<file path="src/rtl/qfmt_pkg.sv">
package qfmt_pkg;

   typedef enum logic [1:0] {
      QF_STATUS = 2'd0,
      QF_IDENT  = 2'd1,
      QF_QUERY  = 2'd2,
      QF_NONE   = 2'd3
   } qf_mode_e;

   // Query table contents, one byte per device-native offset.
   function automatic logic [7:0] qf_rom_byte(input logic [31:0] off,
                                              input int unsigned size_log2,
                                              input int unsigned buf_log2,
                                              input int unsigned blocks,
                                              input int unsigned sector_bytes);
      logic [31:0] bm1;
      logic [31:0] sec;
      bm1 = 32'(blocks) - 32'd1;
      sec = 32'(sector_bytes);
      case (off)
         32'h10: qf_rom_byte = 8'h51;
         32'h11: qf_rom_byte = 8'h52;
         32'h12: qf_rom_byte = 8'h59;
         32'h13: qf_rom_byte = 8'h01;
         32'h15: qf_rom_byte = 8'h31;
         32'h1B: qf_rom_byte = 8'h45;
         32'h1C: qf_rom_byte = 8'h55;
         32'h1F: qf_rom_byte = 8'h07;
         32'h20: qf_rom_byte = 8'h07;
         32'h21: qf_rom_byte = 8'h0A;
         32'h23: qf_rom_byte = 8'h04;
         32'h24: qf_rom_byte = 8'h04;
         32'h25: qf_rom_byte = 8'h04;
         32'h27: qf_rom_byte = 8'(size_log2);
         32'h28: qf_rom_byte = 8'h02;
         32'h2A: qf_rom_byte = 8'(buf_log2);
         32'h2C: qf_rom_byte = 8'h01;
         32'h2D: qf_rom_byte = bm1[7:0];
         32'h2E: qf_rom_byte = bm1[15:8];
         32'h2F: qf_rom_byte = sec[15:8];
         32'h30: qf_rom_byte = sec[23:16];
         32'h31: qf_rom_byte = 8'h50;
         32'h32: qf_rom_byte = 8'h52;
         32'h33: qf_rom_byte = 8'h49;
         32'h34: qf_rom_byte = 8'h31;
         32'h35: qf_rom_byte = 8'h30;
         32'h3F: qf_rom_byte = 8'h01;
         default: qf_rom_byte = 8'h00;
      endcase
   endfunction

endpackage

</file>
<file path="src/rtl/qfmt_lane_rep.sv">
module qfmt_lane_rep #(
   parameter int LANE_BITS = 16,
   parameter int LANES     = 2
) (
   input  logic [LANE_BITS-1:0]       lane_in,
   output logic [LANE_BITS*LANES-1:0] word_out
);
   assign word_out = {LANES{lane_in}};
endmodule

</file>
<file path="src/rtl/qfmt_status_spread.sv">
module qfmt_status_spread #(
   parameter int DATA_BYTES = 8,
   parameter int DEV_BYTES  = 2
) (
   input  logic [7:0]              status_byte,
   output logic [8*DATA_BYTES-1:0] word_out
);
   for (genvar b = 0; b < DATA_BYTES; b++) begin : g_byte
      if ((b % DEV_BYTES) == 0) begin : g_lead
         assign word_out[8*b +: 8] = status_byte;
      end else begin : g_pad
         assign word_out[8*b +: 8] = 8'h00;
      end
   end
endmodule

</file>
<file path="src/rtl/qfmt_bank_lookup.sv">
module qfmt_bank_lookup
   import qfmt_pkg::*;
#(
   parameter int          BANK_BYTES    = 4,
   parameter int          DEV_BYTES     = 2,
   parameter int          MAX_DEV_BYTES = 2,
   parameter int          ADDR_W        = 12,
   parameter int          TABLE_DEPTH   = 82,
   parameter int          IDENT_W       = 16,
   parameter logic [15:0] MFR_CODE      = 16'h1F2E,
   parameter logic [15:0] DEVICE_CODE   = 16'h7A5B,
   parameter int unsigned DEV_SIZE_LOG2 = 23,
   parameter int unsigned BUF_LOG2      = 11,
   parameter int unsigned BLOCKS        = 128,
   parameter int unsigned SECTOR_BYTES  = 65536
) (
   input  logic [ADDR_W-1:0]       addr,
   input  logic                    sel_query,
   output logic [8*BANK_BYTES-1:0] word
);
   localparam int SHIFT = $clog2(BANK_BYTES) + $clog2(MAX_DEV_BYTES) - $clog2(DEV_BYTES);
   localparam int DW    = 8 * DEV_BYTES;
   localparam int LANES = BANK_BYTES / DEV_BYTES;

   logic [ADDR_W-1:0]  off;
   logic [7:0]         tbl_byte;
   logic [IDENT_W-1:0] ident;
   logic [DW-1:0]      dev_q;
   logic [DW-1:0]      dev_word;

   assign off = addr >> SHIFT;

   always_comb begin
      if (32'(off) < 32'(TABLE_DEPTH))
         tbl_byte = qf_rom_byte(32'(off), DEV_SIZE_LOG2, BUF_LOG2, BLOCKS, SECTOR_BYTES);
      else
         tbl_byte = 8'h00;
   end

   always_comb begin
      case (off[7:0])
         8'd0:    ident = IDENT_W'(MFR_CODE);
         8'd1:    ident = IDENT_W'(DEVICE_CODE);
         default: ident = '0;
      endcase
   end

   // Device response to a query: repeated in narrow use, zero padded in native use
   if (DEV_BYTES < MAX_DEV_BYTES) begin : g_narrow
      logic [8*MAX_DEV_BYTES-1:0] rep;
      assign rep   = {MAX_DEV_BYTES{tbl_byte}};
      assign dev_q = rep[DW-1:0];
   end else begin : g_native
      assign dev_q = DW'(tbl_byte);
   end

   assign dev_word = sel_query ? dev_q : DW'(ident);

   qfmt_lane_rep #(.LANE_BITS(DW), .LANES(LANES)) u_rep (
      .lane_in  (dev_word),
      .word_out (word)
   );
endmodule

</file>
<file path="src/rtl/banked_query_fmt.sv">
module banked_query_fmt
   import qfmt_pkg::*;
#(
   parameter int          DATA_BYTES    = 8,
   parameter int          BANK_BYTES    = 4,
   parameter int          DEV_BYTES     = 2,
   parameter int          MAX_DEV_BYTES = 2,
   parameter int          ADDR_W        = 12,
   parameter int          TABLE_DEPTH   = 82,
   parameter int          IDENT_W       = 16,
   parameter logic [15:0] MFR_CODE      = 16'h1F2E,
   parameter logic [15:0] DEVICE_CODE   = 16'h7A5B,
   parameter int unsigned DEV_SIZE_LOG2 = 23,
   parameter int unsigned BUF_LOG2      = 11,
   parameter int unsigned BLOCKS        = 128,
   parameter int unsigned SECTOR_BYTES  = 65536,
   localparam int         SIZE_W        = ($clog2($clog2(DATA_BYTES) + 1) < 1) ? 1
                                          : $clog2($clog2(DATA_BYTES) + 1)
) (
   input  logic                    clk,
   input  logic                    rst_n,
   input  logic                    rd_en,
   input  logic [ADDR_W-1:0]       rd_addr,
   input  logic [SIZE_W-1:0]       rd_size,
   input  logic [1:0]              rd_mode,
   input  logic [7:0]              status_byte,
   output logic [8*DATA_BYTES-1:0] rd_data,
   output logic                    rd_valid
);
   localparam int DBITS    = 8 * DATA_BYTES;
   localparam int BBITS    = 8 * BANK_BYTES;
   localparam int CHUNKS   = DATA_BYTES / BANK_BYTES;
   localparam int LOG_DATA = $clog2(DATA_BYTES);

   // Elaboration checks on the parameter set
   if (DEV_BYTES > MAX_DEV_BYTES) begin : g_err_shift
      $error("device width above maximum device width gives a negative shift");
   end
   if (DEV_BYTES < MAX_DEV_BYTES && (DEV_BYTES != 1 || BANK_BYTES > 4)) begin : g_err_narrow
      $error("narrow use needs device width 1 and bank width at most 4");
   end
   if ((BANK_BYTES % DEV_BYTES) != 0 || (DATA_BYTES % BANK_BYTES) != 0) begin : g_err_div
      $error("bank must hold whole devices and bus must hold whole banks");
   end
   if ((DATA_BYTES & (DATA_BYTES - 1)) != 0 || (BANK_BYTES & (BANK_BYTES - 1)) != 0 ||
       (DEV_BYTES & (DEV_BYTES - 1)) != 0 || (MAX_DEV_BYTES & (MAX_DEV_BYTES - 1)) != 0) begin : g_err_pow2
      $error("all widths must be powers of two");
   end

   logic                sel_query;
   logic [DBITS-1:0]    chunk_word;
   logic [DBITS-1:0]    status_word;
   logic [DBITS-1:0]    fmt_word;
   logic [DBITS-1:0]    byte_mask;
   logic [SIZE_W-1:0]   size_eff;

   assign sel_query = (rd_mode == QF_QUERY);

   for (genvar k = 0; k < CHUNKS; k++) begin : g_chunk
      qfmt_bank_lookup #(
         .BANK_BYTES    (BANK_BYTES),
         .DEV_BYTES     (DEV_BYTES),
         .MAX_DEV_BYTES (MAX_DEV_BYTES),
         .ADDR_W        (ADDR_W),
         .TABLE_DEPTH   (TABLE_DEPTH),
         .IDENT_W       (IDENT_W),
         .MFR_CODE      (MFR_CODE),
         .DEVICE_CODE   (DEVICE_CODE),
         .DEV_SIZE_LOG2 (DEV_SIZE_LOG2),
         .BUF_LOG2      (BUF_LOG2),
         .BLOCKS        (BLOCKS),
         .SECTOR_BYTES  (SECTOR_BYTES)
      ) u_lookup (
         .addr      (rd_addr + ADDR_W'(k * BANK_BYTES)),
         .sel_query (sel_query),
         .word      (chunk_word[k*BBITS +: BBITS])
      );
   end

   qfmt_status_spread #(.DATA_BYTES(DATA_BYTES), .DEV_BYTES(DEV_BYTES)) u_status (
      .status_byte (status_byte),
      .word_out    (status_word)
   );

   always_comb begin
      case (rd_mode)
         QF_STATUS:          fmt_word = status_word;
         QF_IDENT, QF_QUERY: fmt_word = chunk_word;
         default:            fmt_word = '0;
      endcase
   end

   always_comb begin
      size_eff = (32'(rd_size) > 32'(LOG_DATA)) ? SIZE_W'(LOG_DATA) : rd_size;
      for (int b = 0; b < DATA_BYTES; b++)
         byte_mask[8*b +: 8] = (b < (1 << size_eff)) ? 8'hFF : 8'h00;
   end

   always_ff @(posedge clk or negedge rst_n) begin
      if (!rst_n) begin
         rd_valid <= 1'b0;
         rd_data  <= '0;
      end else begin
         rd_valid <= rd_en;
         if (rd_en)
            rd_data <= fmt_word & byte_mask;
      end
   end
endmodule

</file>
<file path="config.mk">
export PLATFORM = sky130hd
export DESIGN_NAME = banked_query_fmt
export DESIGN_NICKNAME = d
export VERILOG_FILES = /design/src/rtl/qfmt_pkg.sv /design/src/rtl/qfmt_lane_rep.sv /design/src/rtl/qfmt_status_spread.sv /design/src/rtl/qfmt_bank_lookup.sv /design/src/rtl/banked_query_fmt.sv
export SDC_FILE = /design/constraint.sdc
export NUM_CORES = 1
export LEC_CHECK = 0
export CAP_MARGIN = 40
export CORE_MARGIN = 10
export CORE_UTILIZATION = 25
export DETAILED_ROUTE_END_ITERATION = 8
export GPL_ROUTABILITY_DRIVEN = 0
export PLACE_DENSITY_LB_ADDON = 0.15
export SKIP_CTS_REPAIR_TIMING = 1
export SLEW_MARGIN = 20
export SYNTH_ARGS = -nofsm -noshare
export SYNTH_HDL_FRONTEND = slang
export SYNTH_SLANG_ARGS = --single-unit
</file>
<file path="constraint.sdc">
create_clock -name clk -period 1.12 [get_ports clk]
set_clock_uncertainty 0.1 [all_clocks]
set_input_delay 0.112 -clock clk [delete_from_list [all_inputs] [get_ports clk]]
set_output_delay 0.112 -clock clk [all_outputs]
set_load 0.05 [all_outputs]
</file>
Word-level counts from Yosys, hierarchy flattened
Memories as Yosys holds them, arrays and structs flattened.
Cells that the tools add are included.
{"block": "classes", "muxes": 17, "n_eq_ne": 4, "n_bitwise": 1, "n_shift": 1, "n_addsub": 1, "reduce_logical": 6, "magnitude_cmp": 10}
{"op": "$lt A4 B32 Y1 const A", "n": 4}
{"op": "$pmux W64 S2", "n": 1}
{"op": "$mux W8", "n": 12}
{"op": "$and A64 B64 Y64", "n": 1}
{"op": "$lt A3 B32 Y1 const A", "n": 2}
{"op": "$pmux W15 S2", "n": 2}
{"op": "$lt A1 B32 Y1 const A", "n": 1}
{"op": "$lt A2 B32 Y1 const A", "n": 1}
{"op": "$shl A1 B2 Y32 const A", "n": 1}
{"op": "$mux W15", "n": 2}
{"op": "$lt A10 B7 Y1 const B", "n": 2}
{"op": "$eq A8 B1 Y1 const B", "n": 2}
{"op": "$logic_not A8 Y1", "n": 2}
{"op": "$add A12 B3 Y12 const B", "n": 1}
{"op": "$logic_not A6 Y1", "n": 2}
{"op": "$eq A2 B1 Y1 const B", "n": 1}
{"op": "$eq A2 B2 Y1 const B", "n": 1}
{"op": "$logic_not A2 Y1", "n": 1}
{"op": "$reduce_or A2 Y1", "n": 1}
{"block": "totals", "output_inout_bits": 65, "inputBits": 27, "romBits": 896, "regBits": 65, "n_memories": 2}
{"memory": "(no name shown)", "words": 64, "word_bits": 7, "rd": 1, "rd_clocked_by_memory_dff": 0, "wr": 0, "line_no": "qfmt_pkg.sv:20", "text": "case (off)"}
{"memory": "(no name shown)", "words": 64, "word_bits": 7, "rd": 1, "rd_clocked_by_memory_dff": 0, "wr": 0, "line_no": "qfmt_pkg.sv:20"}

Depth between registers and ports, before layout
Gate-level depths: netlist (run 1).
{"block": "logic_depth", "depth_word": 7, "mapped_depth": 10}

Hierarchy
Synthesis (run 1) repeated with hierarchy kept, for this count alone.
{"block": "hier_totals", "hier_cells": 629, "area_unflattened_um2": 5688.0}
{"mod": "banked_query_fmt", "n_inst": 1, "area_per_inst_um2": 3392.0, "cells_per_inst": 314}
{"mod": "qfmt_bank_lookup", "n_inst": 2, "area_per_inst_um2": 665.6, "cells_per_inst": 93}
{"mod": "qfmt_status_spread", "n_inst": 1, "area_per_inst_um2": 484.2, "cells_per_inst": 65}
{"mod": "qfmt_lane_rep", "n_inst": 2, "area_per_inst_um2": 240.2, "cells_per_inst": 32}

Least setup slack after synthesis (run 1)
OpenSTA, ideal clock, no wires.
{"block": "synth_timing", "kind": "input port to flip-flop", "start": "input rd_addr[2]", "end": "register rd_data[52]", "arrival_ns": 1.858, "setup_ns": 0.143, "stages": 10, "slack_ns": -0.981, "t_required_ns": 0.877, "cell_sequence": "ha_1 -> inv_1 -> ha_1 -> clkbuf_1 -> clkbuf_1 -> o21ai_0 -> a21oi_1 -> nand3_1 -> a21oi_1 -> o221ai_1"}
{"block": "synth_between", "elab_chain_cells": 7, "elab_cells_between_ends": 12, "cone_classes": "add/sub (1); order compare (1); eq/ne (1); mux (5); bitwise (1); reduce/logical (2); memory (1)"}
{"element": "start: declaration", "line_no": "banked_query_fmt.sv:23", "text": "input logic [ADDR_W-1:0] rd_addr,"}
{"element": "$add A12 B3 Y12 *", "line_no": "banked_query_fmt.sv:74", "text": ".addr (rd_addr + ADDR_W'(k * BANK_BYTES)),"}
{"element": "$mem_v2 Z64 W7 or $logic_not A6 Y1 (tied branches)"}
{"element": "$mux W8", "line_no": "qfmt_pkg.sv:20"}
{"element": "$mux W8", "line_no": "qfmt_bank_lookup.sv:34", "text": "if (32'(off) < 32'(TABLE_DEPTH))"}
{"element": "$mux W15 *", "line_no": "qfmt_bank_lookup.sv:57", "text": "assign dev_word = sel_query ? dev_q : DW'(ident);"}
{"element": "$pmux W64 S2 *", "line_no": "banked_query_fmt.sv:86", "text": "case (rd_mode)"}
{"element": "$and A64 B64 Y64 *", "line_no": "banked_query_fmt.sv:106", "text": "rd_data <= fmt_word & byte_mask;"}
{"element": "end signal: assignment", "line_no": "banked_query_fmt.sv:106"}
{"element": "end: declaration", "line_no": "banked_query_fmt.sv:27", "text": "output logic [8*DATA_BYTES-1:0] rd_data,"}
Mark *: on every way between the ends. The rest lies on a longest branch, timed or not.
A chain may end at the register's enable or synchronous reset.

Worst setup path after layout (run 1)
{"block": "layout_timing", "start": "input rd_addr[2]", "end": "register rd_data[58]"}
{"block": "layout_between", "elab_chain_cells": 6, "elab_cells_between_ends": 7, "cone_classes": "add/sub (1); eq/ne (1); mux (3); bitwise (1); reduce/logical (1)"}
{"element": "$add A12 B3 Y12 *", "line_no": "banked_query_fmt.sv:74"}
{"element": "$eq A8 B1 Y1 or $logic_not A8 Y1 (tied branches)", "line_no": "qfmt_bank_lookup.sv:41", "text": "case (off[7:0])"}
{"element": "$pmux W15 S2 *", "line_no": "qfmt_bank_lookup.sv:41"}
{"element": "$mux W15 *", "line_no": "qfmt_bank_lookup.sv:57"}
{"element": "$pmux W64 S2 *", "line_no": "banked_query_fmt.sv:86"}
{"element": "$and A64 B64 Y64 *", "line_no": "banked_query_fmt.sv:106"}
Marks and branches as above.

==> out/results.txt, run 1 <==
status = finished, violations left
core area = 0.01319 mm^2
HP Class = input port to asynchronous set/reset pin
P_sw = 0.001645 W
dpl cell area = 0.005794 mm^2
row cnt = 42
clk_lat worst skew = 0.29 ns
fin worst setup slack = -0.5922 ns
share of layout cells above drive strength 1 = 58.15%
clk slew on worst S/H paths = 0.06 ns
initial DRC count = 254
Clk pwr share = 35.6%
first-pass GRT wire length = 21.06 mm
via/cell ratio = 5.022
Die Span Y = 135.6 um
failing checks = setup timing
mux cell area share after synthesis = 2.509%
Internal = 0.003594 W
Logic pwr share = 37.2%
Max Cap Viol = 0
Max VDD drop = 0.5333 mV
Primary FF master, synth = dfrtp_1
switching share of total power = 31.40%
CTS buffer count = 5
Final Cycle Share = 152.9%
area share of the largest cell type after synthesis = 27.72%
Post-Layout Cell Count = 759
Max Fanout on Critical Path = 5
largest net degree at the start of global routing = 38
DRT Wirelength = 13.95 mm
drt wl/cell = 18.38 um
Post-Route Utilization = 51.31%
Initial DRT Pass Iterations = 5
most frequent cells in the layout = buf_4 (121), buf_12 (66), dfrtp_1 (24), nand2_1 (22), buf_6 (21)
vias in the first global route = 3728
DRC = 0
Placed Cells = 723
Crit Path Class = input port to flip-flop
Final ANT Viol Nets = 0
simple-gate share of the synthesized area = 18.65%
Fmax achieved = 584.1 MHz
CTS tree = built
clock sinks = 37
Seq/Total Area, Yosys = 27.72%
CP required = 1.25 ns
Remaining Overflow, GRT = 0
IO Port Bufs = 85
Setup violations, final = 59
Hold Vio Cnt, Final = 0
largest family of logic cells by synthesized area = compound AO/OA/AOI/OAI gates
area leader, netlist = dfrtp_1
compound-cell area share of the yosys netlist = 29.48%
initial antenna violation count = 0
Place WS = -1.498 ns
max_slew headroom = 64.15%
Netlist cell types = 73
FFs w/ async S/R, synth = 100.0%
Slew @ Worst Pin = 0.5353 ns
H-Tree Depth = 2
dominant cells by area after synthesis = dfrtp_1 (28%), buf_4 (7.0%), ha_1 (5.2%), o2bb2ai_1 (4.5%), nand2_1 (3.0%)
Flop pwr share = 27.2%
Die Span X = 135.6 um
Clock Path Buffers = 2
Tot Pwr = 0.005239 W
Post-Synth XOR/XNOR Area = 3.708%
Mapped Avg Cell Area = 8.501 um^2
Setup crit end kind = flip-flop
startpoint types = input port
total die area = 0.01839 mm^2
Synth Instances = 393
Root Buffer = clkbuf_16
most common cell after layout, fill and taps aside = buf_4
nets@finish = 623
fin crit period = 1.712 ns
Ant. Diodes = 0
CP arrival = 1.84 ns
Yosys reg bits = 37
RSZ-0062 raised after global routing = yes
GR Util All Layers = 14.17%
Initial Util = 25.33%
synthesized area = 0.003341 mm^2
Ports = 92
EDFF count, synth = 0
DP HPWL = 10.86 mm
routed via count = 3812
Final Max Slew Viols = 0
final instance area = 0.006768 mm^2
Synth warnings = 0
P per Cell Area = 774.1 mW/mm^2
Area Growth Syn to Fin = 102.6%
Adder-Cell Fraction of Synth Area = 5.243%
leak pwr = 2.786 nW
==> worst max-delay path, cell delays in order <==
cell	delay, ns
buf_12	0.11
ha_4	0.17
and4_4	0.20
nor4_2	0.33
o21ai_2	0.22
a2111oi_4	0.44
buf_4	0.18
a21o_1	0.07
==> cell usage after synthesis, types with 7 or more instances <==
cell / number
dfrtp_1: 37
buf_4: 31
nand2_1: 27
a21oi_1: 20
nor2_1: 20
clkbuf_1: 18
o2bb2ai_1: 17
nand3_1: 16
o21ai_0: 16
ha_1: 14
inv_1: 13
a22oi_1: 9
a31oi_1: 9
nor2b_1: 9
o21ai_1: 7
==> through the flow <==
| stage | setup TNS [ns] | hold WS (ns) |
|---|---|---|
| 2_1_floorplan | -15.56 | -0.2836 |
| 3_3_place_gp | -43.86 | -0.009187 |
| 3_5_place_dp | -44.98 | -0.002728 |
| 4_1_cts | -35.89 | -0.3067 |
| 5_1_grt | -18.78 | 0.2749 |
| 6_report | -15.96 | 0.2196 |
==> registers in the layout, indices dropped and copies added (netlist names) <==
register  flops
rd_data      36
rd_valid      1
==> cell type report <==
| cell class | instances | area [um^2] |
|---|---|---|
| Timing Repair inverter | 1 | 5.005 |
| Clock inverter | 3 | 68.82 |
| Tap cell | 176 | 220.2 |
| Clock buffer | 5 | 125.1 |
| Multi-Input combinational cell | 286 | 2546 |
| Fill cell | 1159 | 6422 |
| Timing Repair Buffer | 234 | 2774 |
| Inverter | 17 | 86.33 |
| Sequential cell | 37 | 942.2 |
==> per-layer routing <==
| metal | GRT usage [%] | wire (um) | vias up |
|---|---|---|---|
| li1 | - | - | 1828 |
| met1 | 18.95 | 6318 | 1843 |
| met2 | 22.79 | 6690 | 130 |
| met3 | 2.300 | 749 | 11 |
| met4 | 4.187 | 192 | 0 |
| met5 | 0 | 0 | - |
==> logic make-up (layout without fill, tap and decap cells) <==
family                     count (synthesis)  in the layout
other                                      1              4
xor gates and xnor gates                   9              9
and+or+nand+nor                          116            116
DFF                                       37             37
adders and majority gates                 14             14
buffers and inverters                     73            260
muxes                                      7              7
AOI/OAI and AO/OA                        136            136
==> worst paths after layout <==
| kind | startpoint | to | slack (ns) | depth (start not counted) |
|---|---|---|---|---|
| worst max-delay path | rd_addr[2] | rd_data[58]$_DFFE_PN0P_ | -0.59 | 8 |
| worst min-delay path | rst_n | rd_data[23]$_DFFE_PN0P_ | 0.22 | 3 |
| worst max register to register | rd_data[53]$_DFFE_PN0P_ | rd_data[53]$_DFFE_PN0P_ | -0.10 | 5 |
| worst min register to register | rd_data[18]$_DFFE_PN0P_ | rd_data[18]$_DFFE_PN0P_ | 0.45 | 1 |
| max in group asynchronous | rst_n | rd_data[46]$_DFFE_PN0P_ | 0.49 | 3 |
| min in group clk | rd_size[1] | rd_data[46]$_DFFE_PN0P_ | 0.27 | 4 |
==> power by group through the flow <==
stage | logic, W | registers, W | clock network, W
6_report | 0.00195 | 0.00143 | 0.00186
5_1_grt | 0.00207 | 0.00143 | 0.00196
4_1_cts | 0.00169 | 0.00142 | 0.00189
3_5_place_dp | 0.00168 | 0.00145 | 0
3_3_place_gp | 0.00167 | 0.00145 | 0
2_1_floorplan | 0.000753 | 0.00156 | 0
Note: power is estimated with default switching activity, not from simulation.
==> run 2, diff against run 1 <==
==> constraint.sdc (replaced) <==
create_clock -name clk -period 1.64 [get_ports clk]
set_clock_uncertainty 0.1 [all_clocks]
set_input_delay 0.164 -clock clk [delete_from_list [all_inputs] [get_ports clk]]
set_output_delay 0.164 -clock clk [all_outputs]
set_load 0.05 [all_outputs]
==> run 2 against run 1 <==
Compared with the run above: clock power down 48%; sequential share of layout area up 2.3 points; critical endpoint is now rd_data[53]$_DFFE_PN0P_; the flow still finishes with violations (setup timing); combinational power down 37%; setup slack better by 0.49 ns; first-iteration DRC count down 2.4%; largest cell class is now multi-input gates.
==> out/results.txt, run 2 (synthesized netlist as in run 1, its figures left out) <==
status = finished, violations left
failing checks = setup timing
Max Cap Viol = 0 (unchanged)
Remaining Overflow, GRT = 0 (unchanged)
CP required = 1.72 ns (+0.47 ns)
total die area = 0.01839 mm^2 (unchanged)
routed via count = 3743 (-1.8%)
DRC = 0 (unchanged)
Final ANT Viol Nets = 0 (unchanged)
slowest cell on the critical path = o311ai_4
dpl cell area = 0.005000 mm^2 (-14%)
first-pass GRT wire length = 20.13 mm (-4.4%)
Fmax achieved = 572.4 MHz
Initial Util = 25.33% (unchanged)
Setup crit end kind = flip-flop
max reg flops = 36 (unchanged)
CTS tree = built
setup TNS = -0.5137 ns (+15.45 ns)
DRT Wirelength = 13.50 mm (-3.3%)
Clock Path Buffers = 2 (unchanged)
CTS buffer count = 5 (unchanged)
Ant. Diodes = 0 (unchanged)
Largest regs = rd_data: 36 flops, rd_valid: 1 flops
final instance area = 0.005724 mm^2 (-15%)
Die Span Y = 135.6 um (unchanged)
nets@finish = 609 (-2.2%)
vias in the first global route = 3587 (-3.8%)
Die Span X = 135.6 um (unchanged)
Final Max Slew Viols = 0 (unchanged)
HP Class = input port to asynchronous set/reset pin
Placed Cells = 719 (-0.55%)
CP arrival = 1.82 ns (-0.02 ns)
drt wl/cell = 18.12 um (-1.4%)
clk slew on worst S/H paths = 0.06 ns (about the same)
initial antenna violation count = 0 (unchanged)
CP Cell Sequence = buf_6 > buf_12 > buf_12 > buf_12 > xnor2_4 > buf_6 > nand2_1 > o311ai_4 > a31oi_4 > a311oi_2
Buf+Inv Stages, Crit Path = 5 (+3)
reg-to-reg setup timing slack = 0.20 ns (+0.30 ns)
Reg-to-Reg Start = rd_data[53]$_DFFE_PN0P_
Crit Path Class = input port to flip-flop
Ports = 92 (unchanged)
Hold Vio Cnt, Final = 0 (unchanged)
H-Tree Depth = 2 (unchanged)
reg2reg end = rd_data[53]$_DFFE_PN0P_
startpoint types = input port
most frequent cells in the layout = buf_4 (177), dfrtp_1 (37), nand2_1 (23), nor2_1 (17), o2bb2ai_1 (17)
Root Buffer = clkbuf_16
IO Port Bufs = 85 (unchanged)
fin crit period = 1.747 ns
DP HPWL = 10.49 mm (-3.5%)
Place WS = -0.9938 ns (+0.5040 ns)
leak pwr = 2.513 nW (-9.8%)
Initial DRT Pass Iterations = 4 (-1)
most numerous cell on the critical path = buf_12
largest net degree at the start of global routing = 21 (-45%)
core area = 0.01319 mm^2 (unchanged)
Top delay family on crit path = compound AO/OA/AOI/OAI gates
Max Fanout on Critical Path = 6 (+1)
Post-Layout Cell Count = 745 (-1.8%)
most common cell after layout, fill and taps aside = buf_4
crit-path max cell delay = 0.28 ns (-0.16 ns)
clk_lat worst skew = 0.28 ns (about the same)
initial DRC count = 248 (-2.4%)
P per Cell Area = 550.0 mW/mm^2 (-29%)
Area Growth Syn to Fin = 71.35%
share of layout cells above drive strength 1 = 51.67% (-6.5 points)
GR Util All Layers = 13.47% (-0.70 points)
Setup violations, final = 12 (-80%)
row cnt = 42 (unchanged)
Biggest register = rd_data
fin worst setup slack = -0.1070 ns (+0.4851 ns)
via/cell ratio = 5.024 (about the same)
Fillers = 1310 (+13%)
Post-Route Utilization = 43.40% (-7.9 points)
Final Cycle Share = 106.5%
RSZ-0062 raised after global routing = yes
R2R depth = 5 (unchanged)
clock sinks = 37 (unchanged)
stages on the worst setup path = 10 (+2)
Max VDD drop = 0.4006 mV (-25%)
## run 2: cell count changes in the layout (fill, tap and decap cells not counted), moves of 3 or more
| cell | delta |
|---|---|
| dfrtp_2 | -13 |
| buf_12 | -58 |
| o2bb2ai_2 | -12 |
| ha_1 | +3 |
| buf_6 | -11 |
| buf_4 | +56 |
| o2bb2ai_1 | +12 |
| dfrtp_1 | +13 |
## run 2: worst max-delay path by stage
stage	start	endpoint	slack (ns)
6_report	rd_addr[5]	rd_data[53]$_DFFE_PN0P_	-0.11
5_1_grt	rd_addr[5]	rd_data[53]$_DFFE_PN0P_	-0.17
4_1_cts	rd_addr[2]	rd_data[32]$_DFFE_PN0P_	-0.71
3_5_place_dp	rd_addr[2]	rd_data[32]$_DFFE_PN0P_	-0.99
3_3_place_gp	rd_addr[2]	rd_data[32]$_DFFE_PN0P_	-0.99
2_1_floorplan	rd_addr[2]	rd_data[19]$_DFFE_PN0P_	-0.25
## run 2: stage by stage
step                hold WS [ns]  power [W]
CTS                      -0.2770   0.003032
finish                    0.2482   0.003148
detailed placement       0.03026   0.002048
floorplan                -0.2316   0.001569
global route              0.3019   0.003303
global placement         0.01847   0.002048
## run 2: where the power goes
part / internal (W) / switching (W)
Clock: 0.000604 / 0.000367
Sequential: 0.000940 / 0.0000180
Combinational: 0.000546 / 0.000673
Total: 0.00209 / 0.00106
## run 2: layout make-up
cell class              instances  area, um^2  area share (%)
clock buffers                   6       138.9           2.426
clock inverters                 2       13.76          0.2404
inverters                      17       85.08           1.486
multi-input cells             286        2429           42.43
flip-flops and latches         37       925.9           16.17
well taps                     176       220.2           3.847
repair buffers                221        1912           33.40
## run 2: per-layer routing
layer,global-route usage [%],vias to the layer above,share of wire (%)
met5,0,-,0
met4,3.170,0,1.7
met3,2.411,14,6.5
met2,21.92,117,48
met1,17.97,1807,44
li1,-,1805,-
